`src/rtl/ccm_pkg.sv`:
```
package ccm_pkg;

   localparam int unsigned SEL_W  = 3;
   localparam int unsigned CODE_W = 2;
   localparam int unsigned PH_W   = 2;

   typedef struct packed {
      logic [SEL_W-1:0]  sel;
      logic [CODE_W-1:0] code;
   } ccm_field_t;

   typedef struct packed {
      ccm_field_t       act;
      logic             armed;
      logic [PH_W-1:0]  phase;
      logic             out;
   } ccm_state_t;

   // divide ratio for a code; three selects the alternative entry for code 2
   function automatic logic [2:0] ccm_ratio(input logic [CODE_W-1:0] code,
                                            input logic three);
      case (code)
         2'd0:    return 3'd1;
         2'd1:    return 3'd4;
         2'd2:    return three ? 3'd3 : 3'd1;
         default: return 3'd2;
      endcase
   endfunction

endpackage

```
`src/rtl/ccm_cfg_reg.sv`:
```
module ccm_cfg_reg #(
   parameter int unsigned REG_W  = 32,
   parameter int unsigned USED_W = 30
) (
   input  logic              clk,
   input  logic              rst,
   input  logic              wr,
   input  logic [REG_W-1:0]  wdata,
   output logic [USED_W-1:0] fields,
   output logic [REG_W-1:0]  rdata
);

   logic [USED_W-1:0] word_q;

   always_ff @(posedge clk) begin
      if (rst)
         word_q <= '0;
      else if (wr)
         word_q <= wdata[USED_W-1:0];
   end

   assign fields = word_q;
   assign rdata  = REG_W'(word_q);


   readback_chk: assert property (@(posedge clk) disable iff (rst)
      wr |=> (rdata == REG_W'($past(wdata[USED_W-1:0]))));

endmodule

```
`src/rtl/ccm_rise_det.sv`:
```
module ccm_rise_det #(
   parameter int unsigned N = 7
) (
   input  logic         clk,
   input  logic         rst,
   input  logic [N-1:0] lvl,
   output logic [N-1:0] rise
);

   logic [N-1:0] prev_q;

   always_ff @(posedge clk) begin
      if (rst)
         prev_q <= '0;
      else
         prev_q <= lvl;
   end

   assign rise = lvl & ~prev_q;

endmodule

```
`src/rtl/ccm_channel.sv`:
```
module ccm_channel
   import ccm_pkg::*;
#(
   parameter int unsigned N_SRC  = 7,
   parameter bit          RATIO3 = 1'b0
) (
   input  logic             clk,
   input  logic             rst,
   input  ccm_field_t       field,
   input  logic [N_SRC-1:0] lvl,
   input  logic [N_SRC-1:0] rise,
   output logic             clk_out
);

   logic       lvl_sel;
   logic       rise_sel;
   logic       src_valid;
   logic [2:0] ratio;
   logic [2:0] hi_len;
   logic [PH_W-1:0] ph_n;
   ccm_state_t st_q;
   ccm_state_t st_d;

   always_comb begin
      lvl_sel   = 1'b0;
      rise_sel  = 1'b0;
      src_valid = 1'b0;
      for (int k = 0; k < N_SRC; k++) begin
         if (field.sel == SEL_W'(k + 1)) begin
            lvl_sel   = lvl[k];
            rise_sel  = rise[k];
            src_valid = 1'b1;
         end
      end
   end

   generate
      if (RATIO3) begin : g_tbl_three
         assign ratio = ccm_ratio(field.code, 1'b1);
      end else begin : g_tbl_std
         assign ratio = ccm_ratio(field.code, 1'b0);
      end
   endgenerate

   assign hi_len = ratio >> 1;

   always_comb begin
      st_d = st_q;
      ph_n = '0;
      if (!src_valid || (field != st_q.act)) begin
         st_d.act   = field;
         st_d.armed = 1'b0;
         st_d.phase = '0;
         st_d.out   = 1'b0;
      end else if (rise_sel) begin
         if (st_q.armed && ({1'b0, st_q.phase} != (ratio - 3'd1)))
            ph_n = st_q.phase + 1'b1;
         st_d.armed = 1'b1;
         st_d.phase = ph_n;
         st_d.out   = (ratio == 3'd1) ? 1'b1 : ({1'b0, ph_n} < hi_len);
      end else if (st_q.armed && (ratio == 3'd1)) begin
         st_d.out = lvl_sel;
      end
   end

   always_ff @(posedge clk) begin
      if (rst)
         st_q <= '0;
      else
         st_q <= st_d;
   end

   assign clk_out = st_q.out;


   disabled_low_chk: assert property (@(posedge clk) disable iff (rst)
      (field.sel == '0) |=> !clk_out);


   switch_low_chk: assert property (@(posedge clk) disable iff (rst)
      (field != $past(field)) |=> !clk_out);


   rise_on_edge_chk: assert property (@(posedge clk) disable iff (rst)
      $rose(clk_out) |-> $past(rise_sel));


   phase_range_chk: assert property (@(posedge clk) disable iff (rst)
      (field == st_q.act) |-> ({1'b0, st_q.phase} < ratio));

endmodule

```
`src/rtl/clk_cons_mux.sv`:
```
module clk_cons_mux
   import ccm_pkg::*;
#(
   parameter int unsigned N_CH           = 6,
   parameter int unsigned N_GEN          = 6,
   parameter int unsigned REG_W          = 32,
   parameter int unsigned FIELD_W        = 5,
   parameter bit          RATIO3_VARIANT = 1'b0
) (
   input  logic             clk,
   input  logic             rst,
   input  logic             aux_src,
   input  logic [N_GEN-1:0] gen_src,
   input  logic             cfg_wr,
   input  logic [REG_W-1:0] cfg_wdata,
   output logic [REG_W-1:0] cfg_rdata,
   output logic [N_CH-1:0]  cons_clk
);

   localparam int unsigned N_SRC  = N_GEN + 1;
   localparam int unsigned USED_W = N_CH * FIELD_W;

   generate
      if (FIELD_W != SEL_W + CODE_W) begin : g_bad_field
         $error("clk_cons_mux: FIELD_W must equal source plus divide code width");
      end
      if (USED_W > REG_W) begin : g_bad_reg
         $error("clk_cons_mux: fields do not fit in the control word");
      end
      if (N_SRC > (1 << SEL_W) - 1) begin : g_bad_src
         $error("clk_cons_mux: too many sources for the source code");
      end
   endgenerate

   logic [N_SRC-1:0]  src_lvl;
   logic [N_SRC-1:0]  src_rise;
   logic [USED_W-1:0] fields;

   assign src_lvl = {gen_src, aux_src};

   ccm_cfg_reg #(.REG_W(REG_W), .USED_W(USED_W)) u_cfg (
      .clk    (clk),
      .rst    (rst),
      .wr     (cfg_wr),
      .wdata  (cfg_wdata),
      .fields (fields),
      .rdata  (cfg_rdata)
   );

   ccm_rise_det #(.N(N_SRC)) u_rise (
      .clk  (clk),
      .rst  (rst),
      .lvl  (src_lvl),
      .rise (src_rise)
   );

   generate
      for (genvar ch = 0; ch < N_CH; ch++) begin : g_ch
         ccm_channel #(.N_SRC(N_SRC), .RATIO3(RATIO3_VARIANT)) u_chan (
            .clk     (clk),
            .rst     (rst),
            .field   (ccm_field_t'(fields[ch*FIELD_W +: FIELD_W])),
            .lvl     (src_lvl),
            .rise    (src_rise),
            .clk_out (cons_clk[ch])
         );
      end
   endgenerate


   reset_quiet_chk: assert property (@(posedge clk)
      rst |=> ((cons_clk == '0) && (cfg_rdata == '0)));

endmodule

```
`config.mk`:
```
export PLATFORM = sky130hd
export DESIGN_NAME = clk_cons_mux
export DESIGN_NICKNAME = d
export VERILOG_FILES = /design/src/rtl/ccm_pkg.sv /design/src/rtl/ccm_cfg_reg.sv /design/src/rtl/ccm_rise_det.sv /design/src/rtl/ccm_channel.sv /design/src/rtl/clk_cons_mux.sv
export SDC_FILE = /design/constraint.sdc
export NUM_CORES = 1
export LEC_CHECK = 0
export CAP_MARGIN = 20
export CORE_ASPECT_RATIO = 0.5
export CORE_MARGIN = 1
export CORE_UTILIZATION = 40
export DETAILED_ROUTE_END_ITERATION = 8
export PLACE_DENSITY_LB_ADDON = 0.08
export SYNTH_ARGS = -nofsm -noshare
export SYNTH_HDL_FRONTEND = slang
export SYNTH_SLANG_ARGS = --single-unit
```
`constraint.sdc`:
```
create_clock -name clk -period 2 [get_ports clk]
set_input_delay 0.4 -clock clk [delete_from_list [all_inputs] [get_ports clk]]
set_output_delay 0.4 -clock clk [all_outputs]
set_load 0.03 [all_outputs]
```
==> impl_summary.md <==
Die
From left edge to right edge, the die measures 158 µm. The core box area is 0.0114 mm². Measured along the y axis, the die boundary spans 79.9 µm. The row count is 27.

The die covers 0.0126 mm². For this configuration, the core starts out at a cell density of about 43%. The count of pins on the block boundary is 80.

STA
Hold timing on the final database bottoms out at a slack of about 0.50 ns. The peak clock frequency supported by timing is 507 MHz. Of the available clock period, the critical path in the final layout requires 98.7%. Subtracting the final worst setup slack from the clock period gives 1.97 ns.

The final count of hold timing violations is 0. Setup violations remaining at the end of the flow were counted as 0. The number of pins exceeding their max-slew limit in the final report came to 0. For the final database, setup skew stands at 0.00610 ns.

The setup slack of the critical path after layout is 0.0267 ns.

Job
The tool flagged a number of max-cap violations equal to 0.

Route
Dividing the detail-routed via count by the number of cells gives 5.08. The number of detailed-routing iterations run before antenna repair is 7. The sum of routed wire length over all layers is 11.4 mm. The routed layout has 3976 vias.

After detailed routing, the number of remaining DRC violations is 0. The wire length per cell is around 15 µm. The number of DRC violations after detailed-routing iteration 0 is about 190. The count of nets left with antenna violations once routing finished came out at 0.

Worst hold path
The startpoint identified for the worst hold timing path is g_ch[1].u_chan.st_q[1]. The min-delay analysis places its worst path in the category reg -> reg. Along the worst hold path, the cell count comes to 2. The path with the worst hold slack has its endpoint at g_ch[1].u_chan.st_q[1].

Finish
The utilization after layout is between 50% and 60%. The signed area change from the synthesized netlist to the final layout is 28.3%. Registers take ~0.0018 mm². Counting the fill cells in the layout gives 1067. The final design area excluding fillers is 0.00622 mm². In the final layout, the share of cells above drive strength 1 is 12.5%. The area of combinational cells with multiple inputs is 0.00281 mm². For this run, the post-layout net count is 666.

Synthesis
A synthesized cell averages 9.08 µm². The number of distinct library cell variants in the gate-level netlist after synthesis is 58. The count of flip-flops with a built-in enable after synthesis is 0. The sequential area share after synthesis is between 30% and 40%. The synthesized netlist devotes 4.33% of its cell area to XOR and XNOR gates.

The multiplexer share of the synthesized area is between 10% and 20%. The adder-cell share of the synthesized area is roughly 1.5%. The Yosys warning count is 0.

The leading area contributor after synthesis is dfxtp_1. After synthesis, the share of flip-flops with an asynchronous set or reset is 0%. The number of flip-flops and latches in the synthesized netlist is approximately 90.

The prevailing post-synth register cell is dfxtp_1. The largest family of logic cells by synthesized area is simple AND/OR/NAND/NOR gates. The top cell type by area accounts for 37.6% of the synthesized area. The most repeated cell in the gate-level netlist after synthesis is dfxtp_1. In the post-synthesis netlist, the biggest area contributors are dfxtp_1 (38%), mux2i_1 (11%), nor2b_1 (5.8%).

The synthesized netlist devotes 24.9% of its cell area to simple gates. The gate count of the mapped netlist is 534. The netlist area before placement is 0.00485 mm². The complex-gate fraction of the synthesized area is 12.3%.

By count the netlist is led by dfxtp_1 (91), nor2_1 (73), mux2i_1 (51).

Placement
The pre-CTS setup slack is -0.392 ns. The routability congestion estimate from global placement is 0.815. The post-detailed-placement half-perimeter wirelength is approximately 8 mm. The placed instances occupy a cell area of slightly below 0.006 mm².

During placement, the flow inserted port buffers numbering 75.

Setup path
The type of element launching the critical path is an input pin. The required time of the critical path is 2.27 ns. Setup slack on the worst reg-to-reg path comes out at 0.17 ns. The number of cells on the worst reg-to-reg path is 5. The destination of the worst register-to-register timing path is g_ch[1].u_chan.st_q[1]. Data arrives at the worst endpoint at 2.24 ns. The launching point of the worst reg2reg path is u_cfg.fields[5]. The startpoint-to-endpoint class of the critical path is in -> reg. In this run the worst path has a maximum fanout of 4. The type of element capturing the critical path is a register.

Clocking
The number of clock sinks seen by CTS is 91. The clock insertion delay at the later pin of the skew report is 0.34 ns. The maximum number of buffers from clock root to sink is 2. Buffers inserted during clock tree synthesis total 9. TritonCTS built the clock tree. CTS placed an instance of clkbuf_16 at the clock tree root.

The hold buffer count at CTS is 0. The post-CTS setup buffer count is 0. The count of H-tree levels built during CTS is 3.

Clock-pin slew was measured on the worst setup and hold paths at 0.06 ns.

Global routing
The total track usage is about 19%. The first-pass GRT wire length is 18.8 mm. Summed over all layers, the global routing overflow is 0. The number of global-route vias before repair came to approximately 3600. Entering global routing, the biggest net connects 31 pins. The initial antenna violation count was 1.

Power and ir drop
The power density relative to cell area is slightly above 700 mW/mm². The leakage dissipation is 2.50 nW. The total power of the final layout is 0.00442 W. The worst IR drop on VDD is 397 µV.

Run status
The run finished with clean final reports.
where the power goes:
| group | leakage [nW] | switching [W] | total, W | internal, W |
|---|---|---|---|---|
| Sequential | 0.745 | 0.0000940 | 0.00198 | 0.00188 |
| Clock | 0.139 | 0.000694 | 0.00170 | 0.00100 |
| Combinational | 1.61 | 0.000364 | 0.000746 | 0.000382 |
| Total | 2.50 | 0.00115 | 0.00442 | 0.00327 |
cell type report:
class / count / share of cell area [%]
sequential: 91 / 29.3
clock inverter: 4 / 0.804
inverter: 7 / 0.422
timing repair buffer: 117 / 17.2
clock buffer: 12 / 3.96
multi-input combinational: 392 / 45.1
antenna: 1 / 0.0402
tap: 159 / 3.20
registers in the layout, indices dropped and copies added, names as in the netlist:
name / flops
u_rise.prev_q: 7
g_ch.u_chan.st_q: 48
g_ch.u_chan.clk_out: 6
u_cfg.fields: 30
worst max-delay path, cell delays in order:
cell,delay (ns)
clkdlybuf4s50_1,0.55
nand2b_1,0.14
mux4_2,0.48
a22oi_2,0.32
buf_4,0.18
nand2_1,0.04
a21oi_1,0.13
per-layer routing:
| layer | part of all wire, % | GRT usage [%] | vias up | wire (µm) |
|---|---|---|---|---|
| li1 | - | - | 2023 | - |
| met1 | 54 | 28.2 | 1888 | 6130 |
| met2 | 42 | 28.1 | 54 | 4810 |
| met3 | 3.4 | 5.05 | 11 | 391 |
| met4 | 0.81 | 4.37 | 0 | 92 |
| met5 | 0 | 0 | - | 0 |
what timing repair did:
action	in CTS	in global routing
gates cloned	0	0
gates resized for setup	10	9
endpoints found under the setup margin	14	17
pin swaps	0	1
endpoints found under the hold margin	0	0
worst max-delay path by stage:
stage	slack, ns	to	startpoint	depth (start not counted)
floorplan	0.09	g_ch[2].u_chan.clk_out	u_cfg.fields[12]	5
global placement	-0.37	g_ch[3].u_chan.st_q[1]	aux_src	6
detailed placement	-0.39	g_ch[3].u_chan.st_q[2]	aux_src	6
CTS	0.01	cfg_rdata[14]	u_cfg.fields[14]	1
global route	-0.006	g_ch[0].u_chan.clk_out	gen_src[2]	7
finish	0.03	g_ch[0].u_chan.clk_out	gen_src[2]	7
cell families after synthesis:
kind of cell             count (synthesis)
adder cells (fa/ha/maj)                  6
other                                    1
buffers and inverters                   52
AO/OA/AOI/OAI                           79
AND/OR/NAND/NOR                        221
XOR/XNOR                                24
flip-flops                              91
multiplexers                            60
metrics by stage:
stage               instances  setup TNS [ns]
floorplan                 535               0
global placement          766           -6.58
detailed placement        766           -7.02
CTS                       782               0
global route              783        -0.00560
finish                    783               0
placed cells by master, fill, tap and decap left out, types with 3 or more instances in the layout:
cell type        instances
a211o_1                  3
a211oi_1                 7
a21boi_0                 8
a21o_1                   3
a21oi_1                 11
a31oi_1                  3
and3b_1                  7
buf_4                   41
clkbuf_16                9
clkdlybuf4s50_1         59
dfxtp_1                 90
dlygate4sd2_1            9
dlymetal6s2s_1           5
ha_1                     6
inv_1                    6
mux2i_1                 51
mux4_2                   5
nand2_1                 25
nand2b_1                24
nand3_1                  7
nand3b_1                10
nand4b_1                 3
nor2_1                  73
nor2b_1                 43
nor3b_1                 11
nor4_1                   4
o21ai_0                 14
o31ai_1                  6
or3b_1                   3
xnor2_1                  8
xor2_1                  16
Note: power is estimated with default switching activity, not from simulation.
